File: config.mk
export PLATFORM = sky130hd
export DESIGN_NAME = gated_csa
export DESIGN_NICKNAME = d
export VERILOG_FILES = /design/src/rtl/csa_pkg.sv /design/src/rtl/csa_rca.sv /design/src/rtl/csa_hold_reg.sv /design/src/rtl/csa_spec_pair.sv /design/src/rtl/gated_csa.sv
export SDC_FILE = /design/constraint.sdc
export NUM_CORES = 1
export LEC_CHECK = 0
export BUFFER_PORTS_ARGS = -buffer_cell sky130_fd_sc_hd__buf_2
export CAP_MARGIN = 20
export CORE_UTILIZATION = 52
export DETAILED_ROUTE_END_ITERATION = 12
export PLACE_DENSITY = 0.86
export SLEW_MARGIN = 20
export SYNTH_ARGS = -nofsm -noshare
export SYNTH_HDL_FRONTEND = slang
export SYNTH_SLANG_ARGS = --single-unit
File: constraint.sdc
create_clock -name clk -period 3.3 [get_ports clk]
set_clock_uncertainty 0.1 [all_clocks]
set_input_delay 0.66 -clock clk [delete_from_list [all_inputs] [get_ports clk]]
set_output_delay 0.66 -clock clk [all_outputs]
set_load 0.005 [all_outputs]
File: src/rtl/csa_pkg.sv
package csa_pkg;
  localparam int unsigned GRP_W = 4;
endpackage

File: src/rtl/csa_rca.sv
module csa_rca #(
  parameter int unsigned GW = 4
) (
  input  logic [GW-1:0] a,
  input  logic [GW-1:0] b,
  input  logic          ci,
  output logic [GW-1:0] s,
  output logic          co
);
  logic [GW:0] c;
  always_comb begin
    c[0] = ci;
    for (int i = 0; i < GW; i++) begin
      s[i]   = a[i] ^ b[i] ^ c[i];
      c[i+1] = (a[i] & b[i]) | (c[i] & (a[i] ^ b[i]));
    end
    co = c[GW];
  end
endmodule

File: src/rtl/csa_hold_reg.sv
module csa_hold_reg #(
  parameter int unsigned GW = 4
) (
  input  logic          clk,
  input  logic          rst,
  input  logic          hold,
  input  logic [GW-1:0] a_d,
  input  logic [GW-1:0] b_d,
  output logic [GW-1:0] a_q,
  output logic [GW-1:0] b_q
);
  always_ff @(posedge clk) begin
    if (rst) begin
      a_q <= '0;
      b_q <= '0;
    end else if (!hold) begin
      a_q <= a_d;
      b_q <= b_d;
    end
  end
endmodule

File: src/rtl/csa_spec_pair.sv
module csa_spec_pair #(
  parameter int unsigned GW = 4
) (
  input  logic [GW-1:0] z_a,
  input  logic [GW-1:0] z_b,
  input  logic [GW-1:0] o_a,
  input  logic [GW-1:0] o_b,
  output logic [GW-1:0] z_s,
  output logic          z_c,
  output logic [GW-1:0] o_s,
  output logic          o_c
);
  csa_rca #(.GW(GW)) zero_i (.a(z_a), .b(z_b), .ci(1'b0), .s(z_s), .co(z_c));
  csa_rca #(.GW(GW)) one_i  (.a(o_a), .b(o_b), .ci(1'b1), .s(o_s), .co(o_c));
endmodule

File: src/rtl/gated_csa.sv
module gated_csa #(
  parameter int unsigned DW = 32,
  parameter int unsigned GW = csa_pkg::GRP_W
) (
  input  logic          clk,
  input  logic          rst,
  input  logic [DW-1:0] a_i,
  input  logic [DW-1:0] b_i,
  input  logic          cin_i,
  output logic [DW-1:0] sum_o,
  output logic          cout_o
);
  localparam int unsigned NG = DW / GW;

  logic [NG-1:0]         hold0, hold1;
  logic [NG-1:0][GW-1:0] op0_a, op0_b, op1_a, op1_b;
  logic [NG-1:0][GW-1:0] s0, s1;
  logic [NG-1:0]         c0, c1;
  logic                  cin_q;
  logic [NG:0]           carry;
  logic [DW-1:0]         sum_d;

  for (genvar g = 0; g < NG; g++) begin : gen_grp
    if (g == 0) begin : gen_low
      // lowest group: the primary carry-in is already known
      assign hold0[g] = cin_i;
      assign hold1[g] = ~cin_i;
    end else begin : gen_up
      // top bit pair of the group below decides the carry into this group
      assign hold0[g] = a_i[GW*g-1] & b_i[GW*g-1];
      assign hold1[g] = ~(a_i[GW*g-1] | b_i[GW*g-1]);
    end

    csa_hold_reg #(.GW(GW)) r0_i (
      .clk(clk), .rst(rst), .hold(hold0[g]),
      .a_d(a_i[GW*g +: GW]), .b_d(b_i[GW*g +: GW]),
      .a_q(op0_a[g]), .b_q(op0_b[g])
    );
    csa_hold_reg #(.GW(GW)) r1_i (
      .clk(clk), .rst(rst), .hold(hold1[g]),
      .a_d(a_i[GW*g +: GW]), .b_d(b_i[GW*g +: GW]),
      .a_q(op1_a[g]), .b_q(op1_b[g])
    );
    csa_spec_pair #(.GW(GW)) sp_i (
      .z_a(op0_a[g]), .z_b(op0_b[g]), .o_a(op1_a[g]), .o_b(op1_b[g]),
      .z_s(s0[g]), .z_c(c0[g]), .o_s(s1[g]), .o_c(c1[g])
    );
  end

  always_ff @(posedge clk) begin
    if (rst) cin_q <= 1'b0;
    else     cin_q <= cin_i;
  end

  // selection chain: an isolated block is never the one picked
  always_comb begin
    carry[0] = cin_q;
    for (int g = 0; g < NG; g++) begin
      sum_d[GW*g +: GW] = carry[g] ? s1[g] : s0[g];
      carry[g+1]        = carry[g] ? c1[g] : c0[g];
    end
  end

  always_ff @(posedge clk) begin
    if (rst) begin
      sum_o  <= '0;
      cout_o <= 1'b0;
    end else begin
      sum_o  <= sum_d;
      cout_o <= carry[NG];
    end
  end
endmodule

==> results of run 1 <==
## synth_stat cells (all sizes together)
library cell	n
o21ai	64
a211oi	12
nand2b	4
mux2i	34
a21boi	2
nor3	5
nor2b	6
or2	2
or3	3
inv	76
nand2	127
nor3b	2
fa	48
o21a	3
or3b	2
ha	16
nor2	45
mux2	2
buf	2
clkbuf	48
nand3	61
a22oi	2
dfxtp	162
nand3b	4
a21oi	120
## registers in the layout (all words and copies together), names as in the netlist
register,flops
gen_grp.r1_i.b_q,32
cin_q,1
gen_grp.r0_i.a_q,32
gen_grp.r0_i.b_q,32
sum_o,32
cout_o,1
gen_grp.r1_i.a_q,32
## how the worst max path moves through the flow
stage                           end              startpoint  slack [ns]
after detailed placement  sum_o[25]  gen_grp[3].r1_i.b_q[0]       -0.12
after global routing         cout_o  gen_grp[5].r1_i.b_q[0]       -0.07
final                     sum_o[31]  gen_grp[5].r1_i.b_q[0]        0.12
after CTS                    cout_o  gen_grp[1].r1_i.b_q[0]        0.02
after floorplan           sum_o[25]  gen_grp[3].r1_i.b_q[0]        0.09
after global placement    sum_o[25]  gen_grp[3].r1_i.b_q[0]        0.01
## report_power, final
group	internal, W	switching [W]	total (W)
Sequential	0.00210	0.0000797	0.00218
Combinational	0.000289	0.000393	0.000682
Clock	0.00138	0.000791	0.00217
## layout make-up
type	instances	area (um^2)
multi-input combinational	565	3887
fill	1155	5096
clock inverter	13	207.7
timing repair buffer	108	590.6
tap	180	225.2
clock buffer	19	452.9
inverter	76	285.3
sequential	162	3243
## critical path, stage by stage (launching register included)
cell                       delay (ns)
sky130_fd_sc_hd__dfxtp_1         0.31
sky130_fd_sc_hd__inv_1           0.05
sky130_fd_sc_hd__ha_1            0.13
sky130_fd_sc_hd__inv_1           0.05
sky130_fd_sc_hd__fa_1            0.46
sky130_fd_sc_hd__fa_1            0.47
sky130_fd_sc_hd__fa_2            0.44
sky130_fd_sc_hd__mux2i_2         0.27
sky130_fd_sc_hd__nand2_2         0.14
sky130_fd_sc_hd__a211oi_4        0.35
sky130_fd_sc_hd__nor2_2          0.08
sky130_fd_sc_hd__a211oi_2        0.23
## routing by layer
metal  wire, um  global-route usage [%]  part of all wire (%)
met1       7545                   28.35                    45
met4        117                   6.784                  0.70
met5          0                       0                     0
met3        851                   6.180                   5.1
met2       8247                   37.54                    49
## repair_timing
item | in CTS | in global routing
endpoints found under the setup margin | 14 | 14
pin swaps | 2 | 11
gates cloned | 0 | 1
resized for setup | 11 | 17
## per-stage QoR
| stage | hold WS [ns] | TNS [ns] | setup WS [ns] |
|---|---|---|---|
| after floorplan | 0.3319 | 0 | 0.09456 |
| after global placement | 0.3395 | 0 | 0.01342 |
| after detailed placement | 0.3443 | -0.6590 | -0.1176 |
| after CTS | 0.3532 | 0 | 0.01857 |
| after global routing | 0.3704 | -0.1699 | -0.07426 |
| final | 0.3514 | 0 | 0.1165 |
## cell families after synthesis
family / synth area share, %
mux: 5.045
compound gates: 14.55
fa+ha+maj: 15.45
simple gates: 15.30
flops: 43.16
buf+inv: 6.493
==> results, run 1 <==
- Once placement completed, the tool counted placed cells totaling 1,090.
- The min-delay analysis places its worst path in the category reg -> reg.
- The number of antenna violations at the first check in global routing is 0.
- The CTS tree is done.
- The slew of the pin with the lowest slew margin is 0.6514 ns.
- The top cell types in the final layout, fill and taps aside, are 162 x sky130_fd_sc_hd__dfxtp_1, 125 x sky130_fd_sc_hd__nand2_1, 118 x sky130_fd_sc_hd__a21oi_1, 98 x sky130_fd_sc_hd__buf_2, 75 x sky130_fd_sc_hd__inv_1.
- The final wirelength is 16,760 um.
- The highest clock frequency the design can meet is 314.1 MHz.
- The synthesized area is 7515 um^2.
- The critical path in this run is classified as reg -> reg.
- The number of global-route vias before repair was 5,779.
- In the finished design, the share of the clock period the worst path needs comes to 96.47%.
- Setup violations remaining at the end of the flow were counted as 0.
- The detailed placement HPWL is 11,260 um.
- The synthesized netlist contains 33 unique library cells.
- The setup check on the worst reg-to-reg path leaves a slack of 0.12 ns.
- The final design instance area without fill is 8892 um^2.
- After synthesis, the cell types taking the most area are sky130_fd_sc_hd__dfxtp_1 43%, sky130_fd_sc_hd__fa_1 13%, sky130_fd_sc_hd__a21oi_1 8.0%.
- The reg-to-reg startpoint is gen_grp[5].r1_i.b_q[0].
- After detailed routing, the number of vias per cell comes to 5.445.
- The peak supply drop is 362.1 uV.
- At the worst endpoint, the required time is 3.53 ns.
- The post-CTS clock slew at the launch and capture registers of the worst setup and hold paths is 0.06 ns.
- The gate count of the mapped netlist is 852.
- The iteration count of the initial detailed-routing pass is 5.
- The congestion estimate from routability-driven global placement came to 0.8261.
- The startpoint of the worst hold path is gen_grp[2].r1_i.a_q[0].
- The run finished with clean final reports.
- The mean routed wirelength per cell is 14.93 um.
- The maximum buffer depth of the clock tree is 2.
- For this run, design rule violations remaining after detail routing come to 0.
- The top cell type by area accounts for 43.16% of the synthesized area.
- The detailed router placed 6,115 vias in this run.
- The design draws 0.005039 W.
- The total of hold buffers inserted after clock tree synthesis is 0.
- The analysis attributes to cell leakage a power of 3.764 nW.
- In this run the worst path has a maximum fanout of 5.
- The tree is rooted in a sky130_fd_sc_hd__clkbuf_16.
- The initial cell density of the core is 53.72%.
- The final hold violation count is 0.
- The floorplan has 43 rows.
- The critical path capture point type is a register.
- From bottom edge to top edge, the die measures 122.2 um.
- For this design the top-level I/O count stands at 100.
- The count of state elements after synthesis is 162.
- The finished layout holds 1,123 standard cells, fillers aside.
- Entering global routing, the biggest net connects 60 pins.
- Once detail routing completed, the nets flagged for antenna violations numbered 0.
- The width of the chip is 122.2 um.
- The most common library cell in the layout ignoring fill and taps is sky130_fd_sc_hd__dfxtp_1.
- The number of cells on the worst hold path is 2.
- For the worst-skew pair, the clock arrives at the later sink with an insertion delay of 0.42 ns.
- STA puts the critical path data arrival time at 3.41 ns.
- The number of antenna diodes in the final layout is 0.
- Post-CTS timing repair inserted 0 buffers for setup.
- Averaged over all synthesized cells, the footprint is 8.820 um^2.
- In this run, CTS created clock tree buffers numbering 17.
- The count of input and output buffers is 99.
- The total power per unit cell area is 566.7 nW/um^2.
- The violation count after the first detailed-routing iteration is 395.
- The final period demand of the worst path is 3.184 ns.
- For this design, the sink count on the clock tree is 162.
- The count of pins over their slew limit is 0.
- Summing the sequential cell areas from Yosys gives 43.16% of the chip area.
- The endpoint identified for the worst register-to-register timing path is sum_o[31].
- The worst relative slew slack is 56.57%.
- The core utilization of the finished layout is 63.57%.
- For hold timing, the worst endpoint is gen_grp[2].r1_i.a_q[0].
- In this run the number of H-tree levels came out at 4.
- Yosys printed 0 warnings.
- The layout-stage area growth over the synthesis result is 18.33%.
- The area of the core is 13,990 um^2.
- Measured in cells, the most critical reg-to-reg path has a length of 11.
- The placed instances occupy a cell area of 8128 um^2.
- Of the cells placed in the final design, the portion with a size suffix greater than 1 is 18.88%.
- The die covers 14,940 um^2.
- STA classifies the critical path startpoint as a register.
- Setup repair after global routing could not meet its margin everywhere.
- The overflow left after global routing is 0.
- For this run, the post-layout net count is 1,061.
- The wire length of the first global-routing pass is 26,440 um.
- For this run, the total global-route usage over all layers was measured as 22.51%.
- The library cell with the largest summed area after synthesis is sky130_fd_sc_hd__dfxtp_1.
- The reported max-cap violation count is 0.
- The net count after synthesis is 983.
No activity file was read; power rests on OpenSTA's default activity.
==> run 2: changes to the inputs <==
--- a/config.mk
+++ b/config.mk
@@ -9,7 +9,7 @@
 export CAP_MARGIN = 20
 export CORE_UTILIZATION = 52
 export DETAILED_ROUTE_END_ITERATION = 12
-export PLACE_DENSITY = 0.86
+export PLACE_DENSITY = 0.72
 export SLEW_MARGIN = 20
 export SYNTH_ARGS = -nofsm -noshare
 export SYNTH_HDL_FRONTEND = slang
==> run 2 against run 1 <==
  * Design area is 1.3% lower
  * Setup slack better by 0.026 ns
  * Final cell count is 0.18% higher
  * Clock power is 12% lower
==> results, run 2 (synthesis gave the netlist of run 1 again) <==
- In this run the worst hold path is classified as reg -> reg.
- The maximum buffer depth of the clock tree is 2.
- The wire length of the first global-routing pass is 25,830 um.
- The count of input and output buffers is 99.
- In the routed design, unresolved DRC markers number 0.
- The routing usage on met2 is 33.46%.
- Global routing finished with a remaining overflow of 0.
- The critical path is of the reg -> reg type.
- Clock-pin slew was measured on the worst setup and hold paths at 0.06 ns.
- The end point of the most critical hold path is gen_grp[5].r1_i.b_q[0].
- Detailed routing inserted a total of 5,925 vias.
- The iteration count of the initial detailed-routing pass is 5.
- For this run, the total global-route usage over all layers was measured as 22.23%.
- The data arrival time at the worst-slack endpoint is 3.40 ns.
- Row generation in the floorplan step produced 43 rows.
- After legalization and detailed placement, the total HPWL measured 11,020 um.
- The startpoint identified for the worst hold timing path is gen_grp[5].r1_i.b_q[0].
- The final period demand of the worst path is 3.157 ns.
- The setup check on the worst reg-to-reg path leaves a slack of 0.14 ns.
- Along the worst hold path, the cell count comes to 2.
- The slew of the pin with the lowest slew margin is 0.8149 ns.
- The leakage power total is 3.729 nW.
- Dividing the detail-routed via count by the number of cells gives 5.267.
- The reported max-cap violation count is 0.
- The area of the core is 13,990 um^2.
- The layout-stage area growth over the synthesis result is 16.82%.
- The count of pins over their slew limit is 0.
- For the worst flop-to-flop path, the logic depth is 14.
- The top cell types in the final layout, fill and taps aside, are 162 x sky130_fd_sc_hd__dfxtp_1, 127 x sky130_fd_sc_hd__nand2_1, 118 x sky130_fd_sc_hd__a21oi_1, 99 x sky130_fd_sc_hd__buf_2, 75 x sky130_fd_sc_hd__inv_1.
- Of the cells placed in the final design, the portion with a size suffix greater than 1 is 18.20%.
- The startpoint identified for the worst register-to-register timing path is gen_grp[3].r1_i.b_q[0].
- After detailed placement, the design holds a cell count of 1,093.
- The run finished with clean final reports.
- Global routing used 5.483% of the available met3 tracks.
- Headroom to the max-slew limit came out at 45.68%.
- The die area is 14,940 um^2.
- After detailed placement, the total cell area comes to 8125 um^2.
- The overall die height is 122.2 um.
- The highest clock frequency the design can meet is 316.7 MHz.
- The CTS root buffer is sky130_fd_sc_hd__clkbuf_16.
- The pin count of the biggest net entering global routing is 76.
- The total power per unit cell area is 542.9 nW/um^2.
- For this configuration, the core starts out at a cell density of 53.72%.
- The total I/O pin count is 100.
- STA classifies the critical path startpoint as a register.
- The TritonCTS sink count is 162.
- Timing analysis after detailed placement gives a worst setup slack of -0.07142 ns.
- The clock latency of the later-clocked register in the worst-skew pair is 0.42 ns.
- The CTS tree is done.
- The met1 routing resource usage after global routing is 31.34%.
- The critical-path maximum fanout is 9.
- At the end of routability-driven placement, the weighted congestion stood at 0.7531.
- The fraction of the cycle the final worst path needs is 95.68%.
- The repair_antennas step left the layout with diodes totalling 0.
- The number of antenna violations at the first check in global routing is 0.
- The final wirelength is 15,910 um.
- The layer flagged by global routing as most heavily used is met2.
- The total setup violations reported at the end of the flow is 0.
- The number of nets with antenna violations after detailed routing is 0.
- The number of global-route vias before repair is 5,365.
- The worst-case IR drop observed on VDD is 400.4 uV.
- Measured along the x axis, the die boundary spans 122.2 um.
- The mean routed wirelength per cell is 14.15 um.
- The final design instance area without fill is 8778 um^2.
- The violation count after the first detailed-routing iteration is 369.
- The final hold violation count is 0.
- The library cell used most frequently in the layout, excluding fill and tap cells, is sky130_fd_sc_hd__dfxtp_1.
- The H-tree was split into 4 levels.
- The capture point of the worst reg-to-reg path is sum_o[30].
- The number of CTS-inserted buffers is 17.
- For this run, the number of standard cells in the final layout without fillers is 1,125.
- The worst setup path is captured at a register.
- At the worst endpoint, the required time is 3.55 ns.
- The number of hold buffers added after CTS was 0.
- The number of nets in the layout is 1,065.
- The final worst setup slack is 0.1425 ns.
## run 2: changes by cell type in the layout (fill, tap and decap cells not counted), moves of 2 or more
cell and delta:
sky130_fd_sc_hd__bufinv_16 -3, sky130_fd_sc_hd__mux2i_1 +2, sky130_fd_sc_hd__nand2_1 +2, sky130_fd_sc_hd__clkinv_4 -4
sky130_fd_sc_hd__buf_4 +5, sky130_fd_sc_hd__fa_2 -3, sky130_fd_sc_hd__buf_12 -2, sky130_fd_sc_hd__clkinvlp_4 +3
sky130_fd_sc_hd__mux2i_2 -2, sky130_fd_sc_hd__nand2_2 -2, sky130_fd_sc_hd__fa_1 +3
## run 2: what timing repair did
action | in CTS | in global routing
setup buffers | 0 | 1
gates cloned | 0 | 1
pin swaps | 0 | 9
endpoints found under the setup margin | 7 | 17
resized for setup | 5 | 15
## run 2: report_power, final
part	internal, W	leakage, nW	switching (W)
sequential	0.00210	1.34	0.0000747
clock	0.00116	0.276	0.000757
combinational	0.000290	2.11	0.000383
## run 2: metrics by stage
step                power [W]  hold WS [ns]  setup TNS (ns)  util (%)
floorplan            0.002638        0.3319               0         -
global placement     0.002859        0.3404               0     58.09
detailed placement   0.002873        0.3438         -0.2454     58.09
CTS                  0.004801        0.3519        -0.01594     62.35
global route         0.005018        0.3652        -0.05764     62.75
finish               0.004766        0.3467               0     62.75
## run 2: layout make-up
class | count | area (um^2)
well taps | 180 | 225.2
clock buffers | 20 | 466.7
flip-flops and latches | 162 | 3243
clock inverters | 10 | 110.1
inverters | 76 | 285.3
multi-input cells | 564 | 3844
fillers | 1217 | 5210
repair buffers | 113 | 604.3
## run 2: how the worst max path moves through the flow
stage	slack [ns]	start	depth (start not counted)	endpoint
global route	-0.03	gen_grp[1].r1_i.b_q[0]	14	sum_o[28]
finish	0.14	gen_grp[3].r1_i.b_q[0]	14	sum_o[30]
detailed placement	-0.07	gen_grp[3].r1_i.b_q[0]	13	sum_o[25]
floorplan	0.09	gen_grp[3].r1_i.b_q[0]	13	sum_o[25]
CTS	-0.02	gen_grp[3].r1_i.b_q[0]	14	cout_o
global placement	0.002	gen_grp[3].r1_i.b_q[0]	13	sum_o[25]
## run 2: layer usage
layer,routed length (um),vias to the layer above
met4,191,0
met2,7332,155
li1,-,2962
met3,915,17
met5,0,-
met1,7475,2791
## run 2: worst max-delay path: stages, from the launching register on
cell	delay, ns
sky130_fd_sc_hd__dfxtp_1	0.31
sky130_fd_sc_hd__inv_1	0.05
sky130_fd_sc_hd__ha_1	0.13
sky130_fd_sc_hd__inv_1	0.05
sky130_fd_sc_hd__fa_2	0.34
sky130_fd_sc_hd__fa_2	0.39
sky130_fd_sc_hd__inv_2	0.06
sky130_fd_sc_hd__fa_2	0.21
sky130_fd_sc_hd__or3b_4	0.38
sky130_fd_sc_hd__a21oi_2	0.20
sky130_fd_sc_hd__or2_4	0.23
sky130_fd_sc_hd__a211oi_4	0.04
sky130_fd_sc_hd__buf_4	0.16
sky130_fd_sc_hd__or3_1	0.31
sky130_fd_sc_hd__a21oi_1	0.12
==> run 3: changes to the inputs <==
--- a/config.mk
+++ b/config.mk
@@ -7,9 +7,11 @@
 export LEC_CHECK = 0
 export BUFFER_PORTS_ARGS = -buffer_cell sky130_fd_sc_hd__buf_2
 export CAP_MARGIN = 20
+export CORE_MARGIN = 2
 export CORE_UTILIZATION = 52
 export DETAILED_ROUTE_END_ITERATION = 12
-export PLACE_DENSITY = 0.72
+export MAX_ROUTING_LAYER = met4
+export PLACE_DENSITY_LB_ADDON = 0.25
 export SLEW_MARGIN = 20
 export SYNTH_ARGS = -nofsm -noshare
 export SYNTH_HDL_FRONTEND = slang
==> run 3 against run 2 <==
  * Clock power is 5% lower
  * Utilization is 0.16 points lower
  * Final cell count barely moved
  * Worst hold slack improved by 0.0032 ns
  * Setup slack got worse by 0.028 ns
  * Register-to-register slack got worse by 0.03 ns
  * Largest power group unchanged
  * Sequential share of layout area increased by 0.095 points
==> results, run 3 (synthesis gave the netlist of run 1 again) <==
- The flow ran to the end, and the final reports show no timing, DRC or antenna violations.
- Dividing the detail-routed via count by the number of cells gives 5.230.
- The violation count after the first detailed-routing iteration is 512.
- Once placement completed, the tool counted placed cells totaling 1,092.
- The number of nets with antenna violations after detailed routing is 0.
- The data arrival time at the worst-slack endpoint is 3.45 ns.
- The cell sitting at the root of the clock tree is a sky130_fd_sc_hd__clkbuf_16.
- The post-route DRC violation count is 0.
- The TritonCTS sink count is 162.
- The final RePlAce weighted congestion is 0.8003.
- On the final layout, the worst hold slack is 0.3499 ns.
- The total I/O pin count is 100.
- The highest clock frequency the design can meet is 314.0 MHz.
- The total global routing track utilization is 21.77%.
- The final sum of negative setup slack is 0 ns.
- The worst-case IR drop observed on VDD is 366.5 uV.
- Data on the critical path is required at its endpoint by 3.56 ns.
- No sink is reached through more buffers than the 2 on the longest clock path.
- The detailed placement HPWL is 11,080 um.
- The post-route netlist has 18.29% of its cells at a drive strength greater than 1.
- In this run the tightest slew margin relative to its limit is 53.61%.
- The mean routed wirelength per cell is 14.01 um.
- The number of global-route vias before repair was 5,679.
- The critical-path maximum fanout is 5.
- OpenSTA, run right after detailed placement, puts the worst setup slack at -0.1136 ns.
- The top cell types in the final layout, fill and taps aside, are 162 x sky130_fd_sc_hd__dfxtp_1, 127 x sky130_fd_sc_hd__nand2_1, 117 x sky130_fd_sc_hd__a21oi_1, 98 x sky130_fd_sc_hd__buf_2, 75 x sky130_fd_sc_hd__inv_1.
- The count of pins over their slew limit is 0.
- The critical path capture point type is a register.
- The H-tree depth reported by CTS is 4.
- The analysis attributes to cell leakage a power of 3.710 nW.
- The worst setup path is launched from a register.
- Before antenna repair, the detailed router went through 5 iterations.
- Across the run, the number of max-cap violations was 0.
- The routed design could run at a clock period as short as 3.185 ns.
- After detailed routing, the total wire length is 15,780 um.
- The combined area of the multi-input logic cells is 3849 um^2.
- The wire length of the first global-routing pass is 26,740 um.
- The most common library cell in the layout ignoring fill and taps is sky130_fd_sc_hd__dfxtp_1.
- The pin count of the biggest net entering global routing is 67.
- Summing over every cut layer, the via total after detailed routing is 5,889.
- The worst path uses 96.52% of the clock period.
- During placement, the flow inserted port buffers numbering 99.
- Excluding fillers, the count of instances in the completed layout stands at 1,126.
- Compared with the post-synthesis result, the final layout area differs by 16.52%.
- The total design power is 0.004664 W.
- From left edge to right edge, the die measures 124.2 um.
- The CTS tree is done.
- The clock latency of the later-clocked register in the worst-skew pair is 0.43 ns.
- The overflow left after global routing is 0.
- Buffers inserted during clock tree synthesis total 17.
- The total power per unit cell area is 532.7 nW/um^2.
- For this configuration, the core starts out at a cell density of 53.72%.
- The die covers 15,430 um^2.
- Once routing completed, OpenROAD measured the worst setup slack at 0.1149 ns.
- The final layout contains 1,064 nets.
- For the pin with the worst max-slew slack, the measured transition is 0.6958 ns.
- The area of the core is 13,990 um^2.
- The total setup violations reported at the end of the flow is 0.
- The overall die height is 124.2 um.
- The total inserted antenna cells is 0.
- The worst hold path belongs to the class reg -> reg.
- The number of antenna violations at the first check in global routing is 0.
- After clock tree synthesis, the clock-pin slew on the worst setup and hold paths is 0.06 ns.
- Fill cells in the final layout number 1,238.
- The floorplan has 43 rows.
- The critical path in this run is classified as reg -> reg.
- The final hold violation count came to 0.
- In the final layout, flip-flops and latches occupy 3243 um^2.
## run 3: changes by cell type in the layout (fill, tap and decap cells not counted), moves of 2 or more
cell,change
sky130_fd_sc_hd__clkbuf_8,+2
sky130_fd_sc_hd__fa_2,+2
sky130_fd_sc_hd__a211oi_2,-2
sky130_fd_sc_hd__fa_1,-2
sky130_fd_sc_hd__bufinv_16,-2
sky130_fd_sc_hd__a211oi_1,+2
sky130_fd_sc_hd__clkbuf_1,+2
## run 3: area by class of cell
type | instances | share of cell area [%]
clock buffers | 24 | 5.730
inverters | 76 | 3.258
well taps | 180 | 2.572
repair buffers | 112 | 6.845
flip-flops and latches | 162 | 37.04
multi-input cells | 564 | 43.96
clock inverters | 8 | 0.6002
## run 3: where the power goes
group | leakage [nW] | total (W) | internal (W) | switching [W]
sequential | 1.34 | 0.00218 | 0.00210 | 0.0000765
combinational | 2.11 | 0.000662 | 0.000286 | 0.000376
clock | 0.260 | 0.00182 | 0.00106 | 0.000766
total | 3.71 | 0.00466 | 0.00345 | 0.00122
## run 3: per-stage QoR
step	util (%)	cell area, um^2
2_1_floorplan	-	7515
3_3_place_gp	58.03	8118
3_5_place_dp	58.03	8118
4_1_cts	62.09	8686
5_1_grt	62.59	8756
6_report	62.59	8756
## run 3: worst paths after layout
kind	from	end	slack, ns	cells past startpoint
setup / recovery	gen_grp[1].r1_i.b_q[0]	sum_o[19]	0.11	14
hold / removal	gen_grp[7].r1_i.a_q[0]	gen_grp[7].r1_i.a_q[0]	0.35	2
setup reg to reg	gen_grp[1].r1_i.b_q[0]	sum_o[19]	0.11	14
hold reg to reg	gen_grp[7].r1_i.a_q[0]	gen_grp[7].r1_i.a_q[0]	0.35	2
## run 3: routing by layer
| metal | wire length, um | GRT usage, % |
|---|---|---|
| met5 | 0 | - |
| met4 | 240 | 7.138 |
| met3 | 724 | 4.905 |
| met2 | 7109 | 32.27 |
| met1 | 7704 | 29.75 |
## run 3: what timing repair did
action                     in CTS  in global routing
buffers inserted                0                  2
setup endpoints to repair      10                 16
pin swaps                       1                  7
gates resized for setup         5                 17
cloned                          0                  0
hold buffers                    0                  0
## run 3: critical path, stage by stage, from the launching register on
cell and delay (ns):
sky130_fd_sc_hd__dfxtp_1 0.31, sky130_fd_sc_hd__inv_1 0.05, sky130_fd_sc_hd__ha_1 0.13, sky130_fd_sc_hd__inv_1 0.05
sky130_fd_sc_hd__fa_1 0.44, sky130_fd_sc_hd__fa_1 0.44, sky130_fd_sc_hd__inv_1 0.09, sky130_fd_sc_hd__fa_2 0.26
sky130_fd_sc_hd__or3b_1 0.14, sky130_fd_sc_hd__a21boi_2 0.06, sky130_fd_sc_hd__or2_4 0.27, sky130_fd_sc_hd__buf_4 0.15
sky130_fd_sc_hd__nor2_4 0.18, sky130_fd_sc_hd__mux2_2 0.36, sky130_fd_sc_hd__nor2_1 0.08
